==> src/rtl/pfq_pkg.sv <==
// Package: shared types and widths of the prefetch queue controller.
// Assumes a 16-bit bus made of two byte lanes, even byte on the low lane.
package pfq_pkg;
    localparam int BYTE_W = 8;
    localparam int WORD_W = 16;

    // Fetch sequencer state.
    typedef enum logic {
        FS_IDLE = 1'b0,
        FS_BUSY = 1'b1
    } fetch_state_t;

    // Kind of the running fetch cycle.
    typedef enum logic {
        KIND_WORD = 1'b0,
        KIND_ODD  = 1'b1
    } fetch_kind_t;
endpackage

==> src/rtl/pfq_strobe_edge.sv <==
// Module: detects the completing edge of the bus strobe.
// Assumes bus_e_i is synchronous to clk. The fall is reported in the cycle
// where the strobe is low and was high at the previous edge.
module pfq_strobe_edge (
    input  logic clk,
    input  logic rst_n,
    input  logic strobe_i,
    output logic fall_o
);
    logic strobe_q;

    // Remember the strobe level from the previous edge.
    always_ff @(posedge clk) begin
        if (!rst_n) begin
            strobe_q <= 1'b0;
        end else begin
            strobe_q <= strobe_i;
        end
    end

    // A fall is high-then-low across one edge.
    always_comb begin
        fall_o = strobe_q & ~strobe_i;
    end
endmodule

==> src/rtl/pfq_byte_queue.sv <==
// Module: byte-wide circular queue that accepts one or two bytes and
// releases one byte per clock.
// Assumes DEPTH is a power of two (the pointers wrap by overflow) and that
// the writer never pushes more bytes than there are free slots.
module pfq_byte_queue #(
    parameter int DEPTH = 4
) (
    input  logic                         clk,
    input  logic                         rst_n,
    input  logic                         clear_i,
    input  logic [1:0]                   push_n_i,
    input  logic [pfq_pkg::BYTE_W-1:0]   push_b0_i,
    input  logic [pfq_pkg::BYTE_W-1:0]   push_b1_i,
    input  logic                         pop_i,
    output logic                         valid_o,
    output logic [pfq_pkg::BYTE_W-1:0]   data_o,
    output logic [$clog2(DEPTH+1)-1:0]   free_o
);
    localparam int PW = $clog2(DEPTH);
    localparam int CW = $clog2(DEPTH+1);

    logic [pfq_pkg::BYTE_W-1:0] slots [DEPTH];
    logic [PW-1:0] rd_ptr;
    logic [PW-1:0] wr_ptr;
    logic [CW-1:0] fill;
    logic          pop_ok;

    // A pop counts only when a byte is present.
    always_comb begin
        pop_ok = pop_i && (fill != '0);
    end

    // Pointer and fill-level bookkeeping; a clear wins over everything.
    always_ff @(posedge clk) begin
        if (!rst_n) begin
            rd_ptr <= '0;
            wr_ptr <= '0;
            fill   <= '0;
        end else if (clear_i) begin
            rd_ptr <= '0;
            wr_ptr <= '0;
            fill   <= '0;
        end else begin
            wr_ptr <= wr_ptr + PW'(push_n_i);
            if (pop_ok) begin
                rd_ptr <= rd_ptr + PW'(1);
            end
            fill <= fill + CW'(push_n_i) - CW'(pop_ok);
        end
    end

    // Byte storage: first byte at the write pointer, second one after it.
    always_ff @(posedge clk) begin
        if (!clear_i && (push_n_i != 2'd0)) begin
            slots[wr_ptr] <= push_b0_i;
            if (push_n_i == 2'd2) begin
                slots[wr_ptr + PW'(1)] <= push_b1_i;
            end
        end
    end

    // Head byte, presence flag and free slot count.
    always_comb begin
        data_o  = slots[rd_ptr];
        valid_o = (fill != '0);
        free_o  = CW'(DEPTH) - fill;
    end
endmodule

==> src/rtl/pfq_fetch_seq.sv <==
// Module: fetch sequencer. It holds the fetch program counter, decides when
// a fetch may start, picks a word or odd-byte cycle from address bit 0,
// drives the bus and hands the captured bytes to the queue.
// Assumes free_i counts queue slots that are vacant now. Because a fetch
// only starts with two free slots and pops only add room, a completing
// fetch always fits.
module pfq_fetch_seq #(
    parameter int                 AW         = 16,
    parameter int                 DEPTH      = 4,
    parameter logic [AW-1:0]      RESET_ADDR = '0
) (
    input  logic                          clk,
    input  logic                          rst_n,
    input  logic                          flush_i,
    input  logic [AW-1:0]                 flush_addr_i,
    input  logic                          cpu_bus_req_i,
    output logic                          cpu_bus_gnt_o,
    input  logic [$clog2(DEPTH+1)-1:0]    free_i,
    input  logic                          strobe_fall_i,
    input  logic [pfq_pkg::WORD_W-1:0]    bus_data_i,
    output logic                          bus_fetch_o,
    output logic [AW-1:0]                 bus_addr_o,
    output logic                          bus_bhe_n_o,
    output logic                          bus_a0_o,
    output logic [1:0]                    push_n_o,
    output logic [pfq_pkg::BYTE_W-1:0]    push_b0_o,
    output logic [pfq_pkg::BYTE_W-1:0]    push_b1_o
);
    import pfq_pkg::*;

    localparam int CW = $clog2(DEPTH+1);

    fetch_state_t  state;
    fetch_kind_t   kind;
    logic [AW-1:0] fetch_pc;
    logic [AW-1:0] cyc_addr;
    logic          start;
    logic          done;

    // Start and completion conditions of a fetch cycle.
    always_comb begin
        start = (state == FS_IDLE) && !flush_i && !cpu_bus_req_i
                && (free_i >= CW'(2));
        done  = (state == FS_BUSY) && !flush_i && strobe_fall_i;
    end

    // Sequencer state, cycle address and fetch program counter.
    always_ff @(posedge clk) begin
        if (!rst_n) begin
            state    <= FS_IDLE;
            kind     <= KIND_WORD;
            fetch_pc <= RESET_ADDR;
            cyc_addr <= RESET_ADDR;
        end else if (flush_i) begin
            state    <= FS_IDLE;
            fetch_pc <= flush_addr_i;
        end else if (start) begin
            state    <= FS_BUSY;
            cyc_addr <= fetch_pc;
            kind     <= fetch_pc[0] ? KIND_ODD : KIND_WORD;
        end else if (done) begin
            state    <= FS_IDLE;
            fetch_pc <= cyc_addr + ((kind == KIND_WORD) ? AW'(2) : AW'(1));
        end
    end

    // Lane steering of captured data toward the queue.
    always_comb begin
        push_n_o  = 2'd0;
        push_b0_o = bus_data_i[BYTE_W-1:0];
        push_b1_o = bus_data_i[WORD_W-1:BYTE_W];
        if (done) begin
            if (kind == KIND_WORD) begin
                push_n_o = 2'd2;
            end else begin
                push_n_o  = 2'd1;
                push_b0_o = bus_data_i[WORD_W-1:BYTE_W];
            end
        end
    end

    // Bus pins of the running cycle and the grant to the core.
    always_comb begin
        bus_fetch_o   = (state == FS_BUSY);
        bus_addr_o    = cyc_addr;
        bus_a0_o      = cyc_addr[0];
        bus_bhe_n_o   = (state != FS_BUSY);
        cpu_bus_gnt_o = cpu_bus_req_i && (state == FS_IDLE);
    end
endmodule

==> src/rtl/ifetch_queue.sv <==
// Module: top of the instruction prefetch queue controller. It ties the
// strobe edge detector, the fetch sequencer and the byte queue together.
// Assumes all inputs are synchronous to clk and DEPTH is a power of two >= 2.
module ifetch_queue #(
    parameter int             AW         = 16,
    parameter int             DEPTH      = 4,
    parameter logic [AW-1:0]  RESET_ADDR = '0
) (
    input  logic                        clk,
    input  logic                        rst_n,
    input  logic                        flush_i,
    input  logic [AW-1:0]               flush_addr_i,
    input  logic                        cpu_bus_req_i,
    output logic                        cpu_bus_gnt_o,
    input  logic                        pop_i,
    output logic                        pop_valid_o,
    output logic [pfq_pkg::BYTE_W-1:0]  pop_data_o,
    output logic                        bus_fetch_o,
    output logic [AW-1:0]               bus_addr_o,
    output logic                        bus_bhe_n_o,
    output logic                        bus_a0_o,
    input  logic                        bus_e_i,
    input  logic [pfq_pkg::WORD_W-1:0]  bus_data_i
);
    localparam int CW = $clog2(DEPTH+1);

    logic                       e_fall;
    logic [CW-1:0]              q_free;
    logic [1:0]                 push_n;
    logic [pfq_pkg::BYTE_W-1:0] push_b0;
    logic [pfq_pkg::BYTE_W-1:0] push_b1;

    pfq_strobe_edge u_edge (
        .clk      (clk),
        .rst_n    (rst_n),
        .strobe_i (bus_e_i),
        .fall_o   (e_fall)
    );

    pfq_fetch_seq #(
        .AW         (AW),
        .DEPTH      (DEPTH),
        .RESET_ADDR (RESET_ADDR)
    ) u_seq (
        .clk           (clk),
        .rst_n         (rst_n),
        .flush_i       (flush_i),
        .flush_addr_i  (flush_addr_i),
        .cpu_bus_req_i (cpu_bus_req_i),
        .cpu_bus_gnt_o (cpu_bus_gnt_o),
        .free_i        (q_free),
        .strobe_fall_i (e_fall),
        .bus_data_i    (bus_data_i),
        .bus_fetch_o   (bus_fetch_o),
        .bus_addr_o    (bus_addr_o),
        .bus_bhe_n_o   (bus_bhe_n_o),
        .bus_a0_o      (bus_a0_o),
        .push_n_o      (push_n),
        .push_b0_o     (push_b0),
        .push_b1_o     (push_b1)
    );

    pfq_byte_queue #(
        .DEPTH (DEPTH)
    ) u_queue (
        .clk       (clk),
        .rst_n     (rst_n),
        .clear_i   (flush_i),
        .push_n_i  (push_n),
        .push_b0_i (push_b0),
        .push_b1_i (push_b1),
        .pop_i     (pop_i),
        .valid_o   (pop_valid_o),
        .data_o    (pop_data_o),
        .free_o    (q_free)
    );
endmodule

==> config.mk <==
export PLATFORM = sky130hd
export DESIGN_NAME = ifetch_queue
export DESIGN_NICKNAME = d
export VERILOG_FILES = /design/src/rtl/pfq_pkg.sv /design/src/rtl/pfq_strobe_edge.sv /design/src/rtl/pfq_byte_queue.sv /design/src/rtl/pfq_fetch_seq.sv /design/src/rtl/ifetch_queue.sv
export SDC_FILE = /design/constraint.sdc
export NUM_CORES = 1
export LEC_CHECK = 0
export BUFFER_PORTS_ARGS = -buffer_cell sky130_fd_sc_hd__buf_4
export CAP_MARGIN = 20
export CORE_MARGIN = 2
export CORE_UTILIZATION = 30
export CTS_BUF_LIST = sky130_fd_sc_hd__clkbuf_8
export DETAILED_ROUTE_END_ITERATION = 10
export SLEW_MARGIN = 30
export SYNTH_ARGS = -nofsm -noshare
export SYNTH_HDL_FRONTEND = slang
export SYNTH_SLANG_ARGS = --single-unit
==> constraint.sdc <==
create_clock -name clk -period 3.3 [get_ports clk]
set_input_delay 0.66 -clock clk [delete_from_list [all_inputs] [get_ports clk]]
set_output_delay 0.66 -clock clk [all_outputs]
set_load 0.01 [all_outputs]
### Word level (Yosys, flattened, before mapping)

Memory sizes are Yosys's and may differ from the RTL's. A register that Yosys moved wholly into a read port is not among the register bits.
Index checks and enable logic that the tools add are counted.

| operators by class | value |
|---|---|
| order comparisons | 1 |
| muxes and demuxes | 18 |
| eq/ne operators | 2 |
| reductions and logical operators | 17 |
| bitwise operators | 5 |
| add/sub/neg operators | 7 |

Operators by type and width:

| operator | number |
|---|---|
| 16-bit 2-to-1 mux | 3 |
| 16-bit adder | 1 |
| 8-bit 2-to-1 mux | 2 |
| 2-bit 2-to-1 mux | 5 |
| 1-bit logical AND | 8 |
| 1-bit 2-to-1 mux | 8 |
| 2-bit nonzero test | 3 |
| 2-bit by 1-bit adder with 2-bit output, second input constant | 2 |
| 1-bit NOT | 4 |
| 2-bit AND reduction | 2 |
| 3-bit by 2-bit adder with 3-bit output | 1 |
| 3-bit by 2-bit greater-or-equal comparator with 1-bit output, second input constant | 1 |
| 3-bit nonzero test | 1 |
| 3-bit by 1-bit subtractor with 3-bit output | 1 |
| 3-bit subtractor, first input constant | 1 |
| 2-bit adder | 1 |
| 2-bit equality test, second input constant | 1 |
| 1-bit zero test | 2 |
| 2-bit != test, second input constant | 1 |
| 2-bit OR reduction | 1 |
| 1-bit AND | 1 |

| word-level totals | value |
|---|---|
| memory bits (writable) | 32 |
| register bits | 42 |
| logic and storage cells | 59 |
| memories kept | 1 |

Memory list:

| name | words | width | read ports | clocked after memory_dff | wr ports | RTL line | text |
|---|---|---|---|---|---|---|---|
| u_queue.slots | 4 | 8 | 1 | 1 | 2 | pfq_byte_queue.sv:22 | `logic [pfq_pkg::BYTE_W-1:0] slots [DEPTH];` |

### Logic depth before layout (Yosys ltp)

Gate-level depths: netlist (run 1).

| logic depth | value |
|---|---|
| depth after elaboration | 8 |
| depth in mapped cells | 11 |

### By module

Synthesis (run 1) repeated with hierarchy kept, for this count alone.

| unflattened totals | value |
|---|---|
| cell total of the unflattened synthesis | 379 |
| area, all modules | 4030.1 µm² |

Modules (own cells, without submodules):

| module | times used | cells an instance | area an instance (µm²) |
|---|---|---|---|
| pfq_byte_queue | 1 | 138 | 2103.3 |
| pfq_fetch_seq | 1 | 238 | 1890.6 |
| pfq_strobe_edge | 1 | 3 | 36.3 |

### Worst setup path after synthesis (run 1)

Ideal clock, no wire load.

| path | value |
|---|---|
| path type | input port to flip-flop |
| start point | in bus_e_i |
| end point | reg u_queue.fill[2] |
| stages | 11 |
| data arrival time | 2.537 ns |
| slack | 0.693 ns |
| required time | 3.230 ns |
| buffers on the path | 1 |
| setup time | 0.070 ns |
| path through | nand3b_2 nor2_4 buf_6 nand2_1 xnor2_1 ha_1 inv_1 fa_1 xnor2_1 or3_1 a21oi_1 |

| between the ends | value |
|---|---|
| longest elaborated chain between the ends | 6 |

Ends and longest elaborated chain:

| element | RTL line | text |
|---|---|---|
| start, declared | ifetch_queue.sv:22 | `input logic bus_e_i,` |
| 1-bit NOT | pfq_strobe_edge.sv:23 | `fall_o = strobe_q & ~strobe_i;` |
| 1-bit AND | pfq_strobe_edge.sv:23 |  |
| 1-bit logical AND | pfq_fetch_seq.sv:44 | `done = (state == FS_BUSY) && !flush_i && strobe_fall_i;` |
| 2-bit 2-to-1 mux | pfq_fetch_seq.sv:72 | `if (done) begin` |
| 3-bit by 2-bit adder with 3-bit output | pfq_byte_queue.sv:48 | `fill <= fill + CW'(push_n_i) - CW'(pop_ok);` |
| 3-bit by 1-bit subtractor with 3-bit output | pfq_byte_queue.sv:48 |  |
| end signal, assigned | pfq_byte_queue.sv:48 |  |
| end, declared | pfq_byte_queue.sv:25 | `logic [CW-1:0] fill;` |

Every way passes these cells.
A chain may end at the register's enable or synchronous reset.

### Worst setup path after layout (run 1)

| path | value |
|---|---|
| start point | reg u_queue.fill[1] |
| end point | reg u_queue.fill[2] |

| between the ends | value |
|---|---|
| longest elaborated chain between the ends | 3 |
| elaborated cells on any way between the ends | 4 |

Ends and longest elaborated chain:

| element | RTL line |
|---|---|
| parallel branches: the longest is 2 deep, another holds 3-bit by 2-bit adder with 3-bit output | -- |
| 3-bit by 1-bit subtractor with 3-bit output * | pfq_byte_queue.sv:48 |

Mark *: on every way between the ends.

==> metrics, run 1 <==
commonest cells after routing, fill and taps aside buf_4 (74), dfxtp_1 (43), nand2_1 (42), edfxtp_1 (32), a21oi_1 (28); CTS max path bufs 2; upper clock frequency limit 388.3 MHz; WL/cell 15.15 um; fillers 1,275; RePlAce Congestion 0.7777; Tightest Pin Transition 0.8997 ns; Critical Path End Type register; Crit path required time 3.58 ns; grt ovf 0; most common cell after layout, fill and taps aside buf_4; CP Buf/Inv Count 2; VDD IR max 182.4 uV; initial core utilization 0.3059; Final Cell Area 4686 sq um; via/cell ratio 4.764; Crit Path Max Fanout 4; CP peak stage delay 0.37 ns; Critical Path Source Type register; post-synthesis instance total 346; First DRT Iteration DRCs 164; initial antenna violation count 0; Final Power 1.872 mW; Hold EP u_seq.bus_addr_o[0]; DR vias 2,811; syn nets 391; Leak 1.805 nW; outcome finished, final reports clean; Post-Syn Area 3845 sq um; final hold slack 0.4551 ns; delay-heaviest family, CP adder cells; worst clock skew 0.01358 ns; ratio of cells with drive above 1 in the final layout 0.3397; Placed Area 4488 sq um; placed cells 574; Final Max Slew Viols 0; Antenna Nets Post-Route 0; R2R depth 11; final hold vios 0; # nets final 458; first-pass GRT wire length 14,080 um; die height 117.2 um; pwr dens 399.4 nW/um^2; Max Cap Violations 0; RR Endpoint u_queue.fill[2]; hold-fix buffers at CTS 0; std cell rows 41; Total Wirelength 8938 um; CTS Buf Count 9; final period utilization 0.7803; RSZ-0062 raised after global routing no; H-tree depth 3; IO buf count 66; arrival time at the worst endpoint 2.85 ns; Post-Layout Cell Count 590; die footprint 13,740 sq um; vias in the first global route 2,764; worst-path cell chain inv_1 -> ha_1 -> ha_1 -> nor2b_1 -> xnor2_1 -> ha_1 -> inv_1 -> fa_1 -> xnor2_1 -> or3_1 -> a21oi_1; # resized after CTS 0; DRC 0; r2r setup slk 0.72 ns; reg2reg start u_queue.fill[1]; die width 117.2 um; setup_tns 0 ns; minimum clock period 2.575 ns; clk sinks 75; max_slew headroom 0.3995; Pre-Repair DR Iteration Count 4; # diodes 0; Hold Path Class reg2reg; # IOs 67; Post-Syn Area per Cell 11.11 sq um; most frequent CP cell ha_1; setup violators final 0; Area Growth Syn to Fin 21.87%; Slowest cell on crit path dfxtp_1; Final HPWL DP 6330 um; core box area 12,570 sq um; Hold Path Depth 2; clock-pin slew on the worst setup and hold paths 0.07 ns; Ys Warns 0; HP Start u_seq.fetch_pc[0]; count of state elements after synthesis 75; worst skew pair latency 0.36 ns; Post-CTS Setup Bufs 0; largest net degree at the start of global routing 30; count of cell types in the netlist 56; CTS tree built; critical path class reg2reg; root buffer cell clkbuf_8; total track usage 0.1356; post-synthesis sequential area ratio 0.4738
## metrics by stage
stage | utilization | setup WS [ns]
floorplan | - | 0.6931
global placement | 0.3565 | 0.7243
detailed placement | 0.3571 | 0.6052
CTS | 0.3728 | 0.6974
global route | 0.3728 | 0.5031
finish | 0.3728 | 0.7250
## worst max-delay path by stage
stage | from | end | slack, ns | depth (start not counted)
2_1_floorplan | bus_e_i | u_queue.fill[2] | 0.69 | 11
3_3_place_gp | bus_e_i | u_queue.fill[2] | 0.72 | 11
3_5_place_dp | bus_e_i | u_queue.fill[2] | 0.61 | 11
4_1_cts | u_queue.fill[1] | u_queue.fill[2] | 0.70 | 11
5_1_grt | u_queue.fill[1] | u_queue.fill[2] | 0.50 | 11
6_report | u_queue.fill[1] | u_queue.fill[2] | 0.72 | 11
## flip-flops by register name (all words and copies together) (netlist names), named ones only
register           cells
u_queue.slots         32
u_seq.fetch_pc        16
u_seq.bus_fetch_o      1
u_edge.strobe_q        1
u_seq.bus_addr_o      16
u_queue.rd_ptr         2
u_queue.fill           3
u_queue.wr_ptr         2
## worst min-delay path: cells and delay by family (launching register included)
family          cells  cell delay, ns
simple gates        1            0.05
compound gates      1            0.05
flops               1            0.31
## routing by layer
layer | share of wire | vias up | GRT usage
li1 | - | 1365 | -
met1 | 0.43 | 1345 | 0.1633
met2 | 0.50 | 94 | 0.2349
met3 | 0.060 | 7 | 0.04531
met4 | 0.0064 | 0 | 0.03059
met5 | 0 | - | 0
## final cells by class
cell class	instances	area, sq um	area share
Inverter	13	48.80	0.01041
Clock buffer	11	151.4	0.03231
Clock inverter	5	46.29	0.009880
Tap cell	172	215.2	0.04593
Multi-Input combinational cell	240	1847	0.3941
Timing Repair Buffer	74	555.5	0.1186
Sequential cell	75	1822	0.3888
## cells by family (layout without fill, tap and decap cells)
logic type,after synthesis,count (layout),synth area share
simple gates,118,118,0.1637
flops,75,75,0.4738
compound gates,53,53,0.08786
mux,42,42,0.1585
buf+inv,31,103,0.04588
xor+xnor,20,20,0.04556
fa+ha+maj,7,7,0.02473
## Yosys cell counts, drive strengths merged
master   instances  area share
fa               1      0.0052
or3              2      0.0033
o2111ai          1      0.0039
xnor2           10       0.023
nand3b           1      0.0029
and3b            1      0.0023
nor2            31       0.039
and2             3      0.0049
or4              1      0.0020
nor4             4       0.010
dfxtp           43        0.22
and3             9       0.015
nand4            2      0.0033
nand3           10       0.014
a221oi           5       0.011
inv             13       0.013
edfxtp          32        0.25
o21a             1      0.0020
o311ai           1      0.0023
and2b            1      0.0023
a211oi           1      0.0020
a21oi           28       0.036
xor2            10       0.023
a311oi           1      0.0023
mux2i            2      0.0052
nor3             3      0.0052
mux2            32        0.11
o21ai           10       0.018
nand2b           1      0.0016
buf             10       0.018
nand2           43       0.046
nor2b            3      0.0049
o31ai            1      0.0020
ha               6       0.020
mux4             8       0.047
clkbuf           8       0.016
o211ai           2      0.0039
a31oi            1      0.0016
o32ai            1      0.0023
and4             2      0.0046
nor3b            1      0.0020
## power breakdown
part | switching [mW] | internal (mW) | total, mW
logic | 0.0772 | 0.0838 | 0.161
registers | 0.0168 | 0.984 | 1.00
clock network | 0.328 | 0.382 | 0.710
No activity file was read; power rests on OpenSTA's default activity.
==> run 2: changes to the inputs <==
- ABC_AREA: unset -> 1
- clock period: 3.3 -> 2.25 ns (I/O delays scaled with it)
==> metrics, run 2 <==
WL/cell 13.61 um (-10%); Synth top cells by count nand2_1 (136), nor2_1 (79), o21ai_0 (49); core box area 12,670 sq um (+0.82%); minimum clock period 2.099 ns (-0.4763 ns); via/cell ratio 4.802 (+0.80%); count of state elements after synthesis 75 (unchanged); R2R depth 14 (+3); CTS max path bufs 2 (unchanged); final period utilization 0.9328 (+0.1525); DR vias 3,645 (+30%); pwr dens 605.2 nW/um^2 (+52%); max FFs per register 32 (unchanged); Critical Path End Type register; RSZ-0062 raised after global routing no; Final Max Slew Viols 0 (unchanged); worst skew pair latency 0.37 ns (about the same); vias in the first global route 3,509 (+27%); die width 118.1 um (+0.78%); ratio of cells with drive above 1 in the final layout 0.1976 (-0.1421); std cell rows 41 (unchanged); Area contributors post-synth edfxtp_1 (25%), dfxtp_1 (22%), nand2_1 (13%), nor2_1 (7.6%), o21ai_0 (6.3%); top cell type's share of synthesized area 0.2459 (-0.004001); arrival time at the worst endpoint 2.39 ns (-0.46 ns); clk sinks 75 (unchanged); Crit Path Max Fanout 3 (-1); Max Cap Violations 0 (unchanged); max_slew headroom 0.6657 (+0.2662); HP Start bus_e_i; RR Endpoint u_queue.fill[2]; Synth area leader edfxtp_1; # IOs 67 (unchanged); Hold Path Depth 3 (+1); root buffer cell clkbuf_8; die footprint 13,950 sq um (+1.6%); register name with the most flops u_queue.slots; post-synthesis sequential area ratio 0.4662 (-0.007586); Hold EP u_edge.strobe_q; Post-synth EDFFs 32 (unchanged); First DRT Iteration DRCs 320 (+95%); total track usage 0.1502 (+0.01461); most numerous cell in the Yosys netlist nand2_1; Hold Path Class in2reg; clock-pin slew on the worst setup and hold paths 0.08 ns (about the same); # nets final 627 (+37%); r2r setup slk 0.15 ns (-0.57 ns); Async S/R FF share, synth 0 (unchanged); Critical path origin u_queue.fill[0]; hold-fix buffers at CTS 0 (unchanged); first-pass GRT wire length 16,680 um (+18%); Slowest cell on crit path dfxtp_2; initial antenna violation count 0 (unchanged); Final HPWL DP 7341 um (+16%); RePlAce Congestion 0.8745 (+12%); CP peak stage delay 0.33 ns (-0.04 ns); upper clock frequency limit 476.5 MHz (+23%); top_reg_cell synth dfxtp_1; # diodes 0 (unchanged); syn nets 555 (+42%); Post-Syn Area per Cell 7.662 sq um (-31%); H-tree depth 3 (unchanged); CTS Buf Count 9 (unchanged); critical path class reg2reg; Crit path required time 2.54 ns (-1.04 ns); die height 118.1 um (+0.78%); largest net degree at the start of global routing 28 (-6.7%); final hold vios 0 (unchanged); Critical Path Source Type register; Tightest Pin Transition 0.5008 ns (-0.3989 ns); post-synthesis instance total 510 (+47%); VDD IR max 226.2 uV (+24%); Post-Syn Area 3907 sq um (+1.6%); grt ovf 0 (unchanged); worst clock skew 0.01080 ns (-0.002780 ns); Ys Warns 0 (unchanged); Leak 2.030 nW (+12%); commonest cells after routing, fill and taps aside nand2_1 (135), nor2_1 (79), buf_4 (79), o21ai_0 (49), dfxtp_1 (41); outcome finished, final reports clean; Total Wirelength 10,330 um (+16%); DRC 0 (unchanged); Area Growth Syn to Fin 23.57%; Placed Area 4609 sq um (+2.7%); initial core utilization 0.3084 (+0.002460); CTS tree built; setup_tns 0 ns (unchanged); Final Cell Area 4828 sq um (+3.0%); most common cell after layout, fill and taps aside nand2_1; Pre-Repair DR Iteration Count 5 (+1); IO buf count 66 (unchanged); setup violators final 0 (unchanged); Antenna Nets Post-Route 0 (unchanged); count of cell types in the netlist 38 (-32%); worst-path cell chain inv_1 -> ha_1 -> ha_2 -> inv_2 -> nand2_2 -> inv_2 -> nand2_1 -> nand2_1 -> ha_1 -> inv_1 -> fa_2 -> xor2_1 -> a21o_1 -> a21oi_1; reg2reg start u_queue.fill[0]
[run 2: cell count changes in the layout (fill, tap and decap cells not counted), sizes merged, moves of 7 or more]
cell   delta
o21ai    +42
inv      +23
mux4      -8
and3      -9
o22ai     +8
a31oi    +18
mux2     -32
nand2    +95
nor2     +49
xor2      -7
nand3    +11
[run 2: layout make-up]
cell class | count | area [sq um]
clock buffer | 10 | 137.6
timing repair buffer | 79 | 593.1
clock inverter | 6 | 63.81
multi-input combinational | 375 | 1827
tap | 172 | 215.2
fill | 1330 | 7843
sequential | 75 | 1824
inverter | 42 | 167.7
[run 2: worst max-delay path by stage]
stage / cells past startpoint / end / slack [ns]
6_report: 14 / u_queue.fill[2] / 0.15
5_1_grt: 14 / u_queue.fill[2] / 0.01
4_1_cts: 14 / u_queue.fill[2] / 0.003
3_5_place_dp: 14 / u_queue.fill[2] / 0.01
3_3_place_gp: 14 / u_queue.fill[2] / 0.16
2_1_floorplan: 13 / u_queue.fill[2] / 0.14
[run 2: stage by stage]
step	total power [mW]	util	setup WS (ns)	cells	hold WS [ns]
finish	2.922	0.3811	0.1512	759	0.3024
global placement	1.868	0.3638	0.1643	742	0.4502
floorplan	1.716	-	0.1411	510	0.4378
detailed placement	1.875	0.3638	0.01340	742	0.4534
global route	3.054	0.3811	0.01410	759	0.3201
CTS	2.962	0.3797	0.002858	758	0.2771
[run 2: kinds of logic after synthesis]
logic type                 synth area share
AOI/OAI and AO/OA                    0.1559
buffers and inverters               0.06820
and+or+nand+nor                      0.2696
xor gates and xnor gates            0.01569
DFF                                  0.4662
adders and majority gates           0.02434
[run 2: layer usage]
layer | up-vias | wire, um | global-route usage
met2 | 148 | 4724 | 0.2431
met5 | - | 0 | 0
met3 | 18 | 800 | 0.03343
li1 | 1843 | - | -
met1 | 1636 | 4594 | 0.1878
met4 | 0 | 213 | 0.07455
[run 2: power breakdown]
group	internal [mW]	leakage (nW)	switching, mW
Combinational	0.154	1.29	0.184
Sequential	1.46	0.641	0.0467
Clock	0.542	0.0987	0.534
Total	2.16	2.03	0.764
[run 2: worst max-delay path, delay by kind of cell (launching register included)]
kind,cells,cell delay [ns]
simple gates,3,0.17
compound gates,2,0.29
flops,1,0.33
fa+ha+maj,4,0.85
buf+inv,4,0.22
xor+xnor,1,0.16
[run 2: what timing repair did]
action | 4_1_cts | 5_1_grt
setup buffers | 0 | 1
endpoints found under the setup margin | 0 | 1
resized for setup | 0 | 8
==> run 3: changes to the inputs <==
- CORE_UTILIZATION: 30 -> 40
- RECOVER_POWER: unset -> 25
==> metrics, run 3 (synthesis results as in run 2) <==
outcome finished, final reports clean; Max Cap Violations 0 (unchanged); vias in the first global route 3,543 (+0.97%); Hold EP u_edge.strobe_q; total track usage 0.2058 (+0.05563); met2 WL 4934 um (+4.4%); top sig layer met4; initial core utilization 0.4054 (+0.09699); Crit path required time 2.54 ns (about the same); hold-fix buffers at CTS 0 (unchanged); DRC 0 (unchanged); grt ovf 0 (unchanged); most common cell after layout, fill and taps aside nand2_1; final hold vios 0 (unchanged); fillers 1,016 (-24%); HP Start bus_e_i; r2r setup slk 0.13 ns (-0.02 ns); setup violators final 0 (unchanged); H-tree depth 3 (unchanged); Hold Path Class in2reg; # IOs 67 (unchanged); minimum clock period 2.117 ns (+0.01798 ns); final hold slack 0.3166 ns (+0.01422 ns); max_slew headroom 0.6248 (-0.04097); initial antenna violation count 0 (unchanged); Placed Area 4576 sq um (-0.73%); First DRT Iteration DRCs 128 (-60%); root buffer cell clkbuf_8; arrival time at the worst endpoint 2.40 ns (about the same); die height 102.8 um (-13%); Area Growth Syn to Fin 19.12%; max FFs per register 32 (unchanged); # diodes 0 (unchanged); Multi-input gate area 1813 sq um (-0.75%); first-pass GRT wire length 16,570 um (-0.62%); worst-path cell chain inv_1 -> ha_1 -> ha_1 -> inv_1 -> nand2_1 -> inv_2 -> nand2_1 -> nand2_1 -> ha_1 -> inv_1 -> fa_2 -> xor2_1 -> a21o_1 -> a21oi_2; Post-Layout Cell Count 722 (-4.9%); Final Cell Area 4654 sq um (-3.6%); VDD IR max 304.9 uV (+35%); Seq pwr share 0.561 (+0.045); Final Max Slew Viols 0 (unchanged); std cell rows 36 (-12%); Slowest cell on crit path dfxtp_2; # nets final 629 (+0.32%); WL/cell 13.98 um (+2.7%); core box area 9639 sq um (-24%); final period utilization 0.9408 (+0.007991); routed wl met3 488 um (-39%); Final HPWL DP 7173 um (-2.3%); Total Wirelength 10,090 um (-2.3%); CP peak stage delay 0.33 ns (about the same); Tightest Pin Transition 0.5628 ns (+0.06200 ns); clk sinks 75 (unchanged); ratio of cells with drive above 1 in the final layout 0.1494 (-0.04821); die footprint 10,580 sq um (-24%); R2R depth 14 (unchanged); sw frac 0.2631 (+0.001528); critical path class reg2reg; Sw Pwr 704.9 uW (-7.8%); register area 1824 sq um (unchanged); largest net degree at the start of global routing 28 (unchanged); RR Endpoint u_queue.fill[2]; die width 102.8 um (-13%); register name with the most flops u_queue.slots; worst skew pair latency 0.36 ns (about the same); CTS max path bufs 2 (unchanged); IO buf count 66 (unchanged); Comb power frac 0.118 (+0.002); via/cell ratio 5.025 (+4.6%); RePlAce Congestion 0.8798 (+0.61%); placed cells 705 (-5.0%); Pre-Repair DR Iteration Count 5 (unchanged); clock share of power 0.321 (-0.047); CTS Buf Count 9 (unchanged); reg2reg start u_queue.fill[0]; Hold Path Depth 3 (unchanged); wl on met1 4417 um (-3.9%); DR vias 3,628 (-0.47%); CTS tree built; Critical Path End Type register; pwr dens 575.6 nW/um^2 (-4.9%); Leak 1.947 nW (-4.1%); commonest cells after routing, fill and taps aside nand2_1 (136), nor2_1 (79), buf_4 (60), o21ai_0 (49), dfxtp_1 (41); Critical Path Source Type register; clock-pin slew on the worst setup and hold paths 0.07 ns (about the same); worst clock skew 0.01131 ns (+0.0005162 ns); upper clock frequency limit 472.4 MHz (-0.85%); P_int 1.974 mW (-8.5%); Antenna Nets Post-Route 0 (unchanged); Crit Path Max Fanout 3 (unchanged)
run 3: worst max-delay path by stage:
stage | from | end | slack (ns) | depth (start not counted)
after floorplan | flush_i | u_queue.fill[2] | 0.14 | 13
after global placement | u_queue.fill[1] | u_queue.fill[2] | 0.16 | 14
after detailed placement | u_queue.fill[1] | u_queue.fill[2] | 0.09 | 14
after CTS | u_queue.fill[1] | u_queue.fill[2] | 0.07 | 14
after global routing | u_queue.fill[0] | u_queue.fill[2] | -0.01 | 14
final | u_queue.fill[0] | u_queue.fill[2] | 0.13 | 14
run 3: what timing repair did:
action,4_1_cts,5_1_grt
setup endpoints to repair,0,1
setup buffers,0,1
hold endpoints to repair,0,0
gates resized for setup,0,6
run 3: stage by stage:
stage | utilization | TNS, ns | setup slack [ns] | total power, mW
4_1_cts | 0.4907 | 0 | 0.06536 | 2.729
3_3_place_gp | 0.4747 | 0 | 0.1603 | 1.868
3_5_place_dp | 0.4747 | 0 | 0.08952 | 1.873
5_1_grt | 0.4829 | -0.01030 | -0.01030 | 2.827
2_1_floorplan | - | 0 | 0.1411 | 1.716
6_report | 0.4829 | 0 | 0.1333 | 2.679
run 3: layout make-up:
type / count / area share
clock buffers: 9 / 0.02661
repair buffers: 81 / 0.1137
clock inverters: 7 / 0.006452
flip-flops and latches: 75 / 0.3919
well taps: 133 / 0.03575
multi-input cells: 375 / 0.3895
inverters: 42 / 0.03602
run 3: layer usage:
layer	global-route usage	up-vias
met2	0.3444	94
met1	0.2498	1670
met4	0.1022	0
li1	-	1845
met5	0	-
met3	0.04746	19
run 3: critical path, delay by kind of cell (launching register included):
| family | cells | cell delay [ns] |
|---|---|---|
| DFF | 1 | 0.33 |
| AOI/OAI and AO/OA | 2 | 0.28 |
| adders and majority gates | 4 | 0.83 |
| buffers and inverters | 4 | 0.23 |
| xor gates and xnor gates | 1 | 0.18 |
| and+or+nand+nor | 3 | 0.20 |
run 3: power by group through the flow:
stage | logic (mW) | clock network, mW | registers [mW]
3_5_place_dp | 0.340 | 0 | 1.53
2_1_floorplan | 0.179 | 0 | 1.54
5_1_grt | 0.360 | 0.957 | 1.51
6_report | 0.316 | 0.861 | 1.50
4_1_cts | 0.340 | 0.885 | 1.50
3_3_place_gp | 0.334 | 0 | 1.53
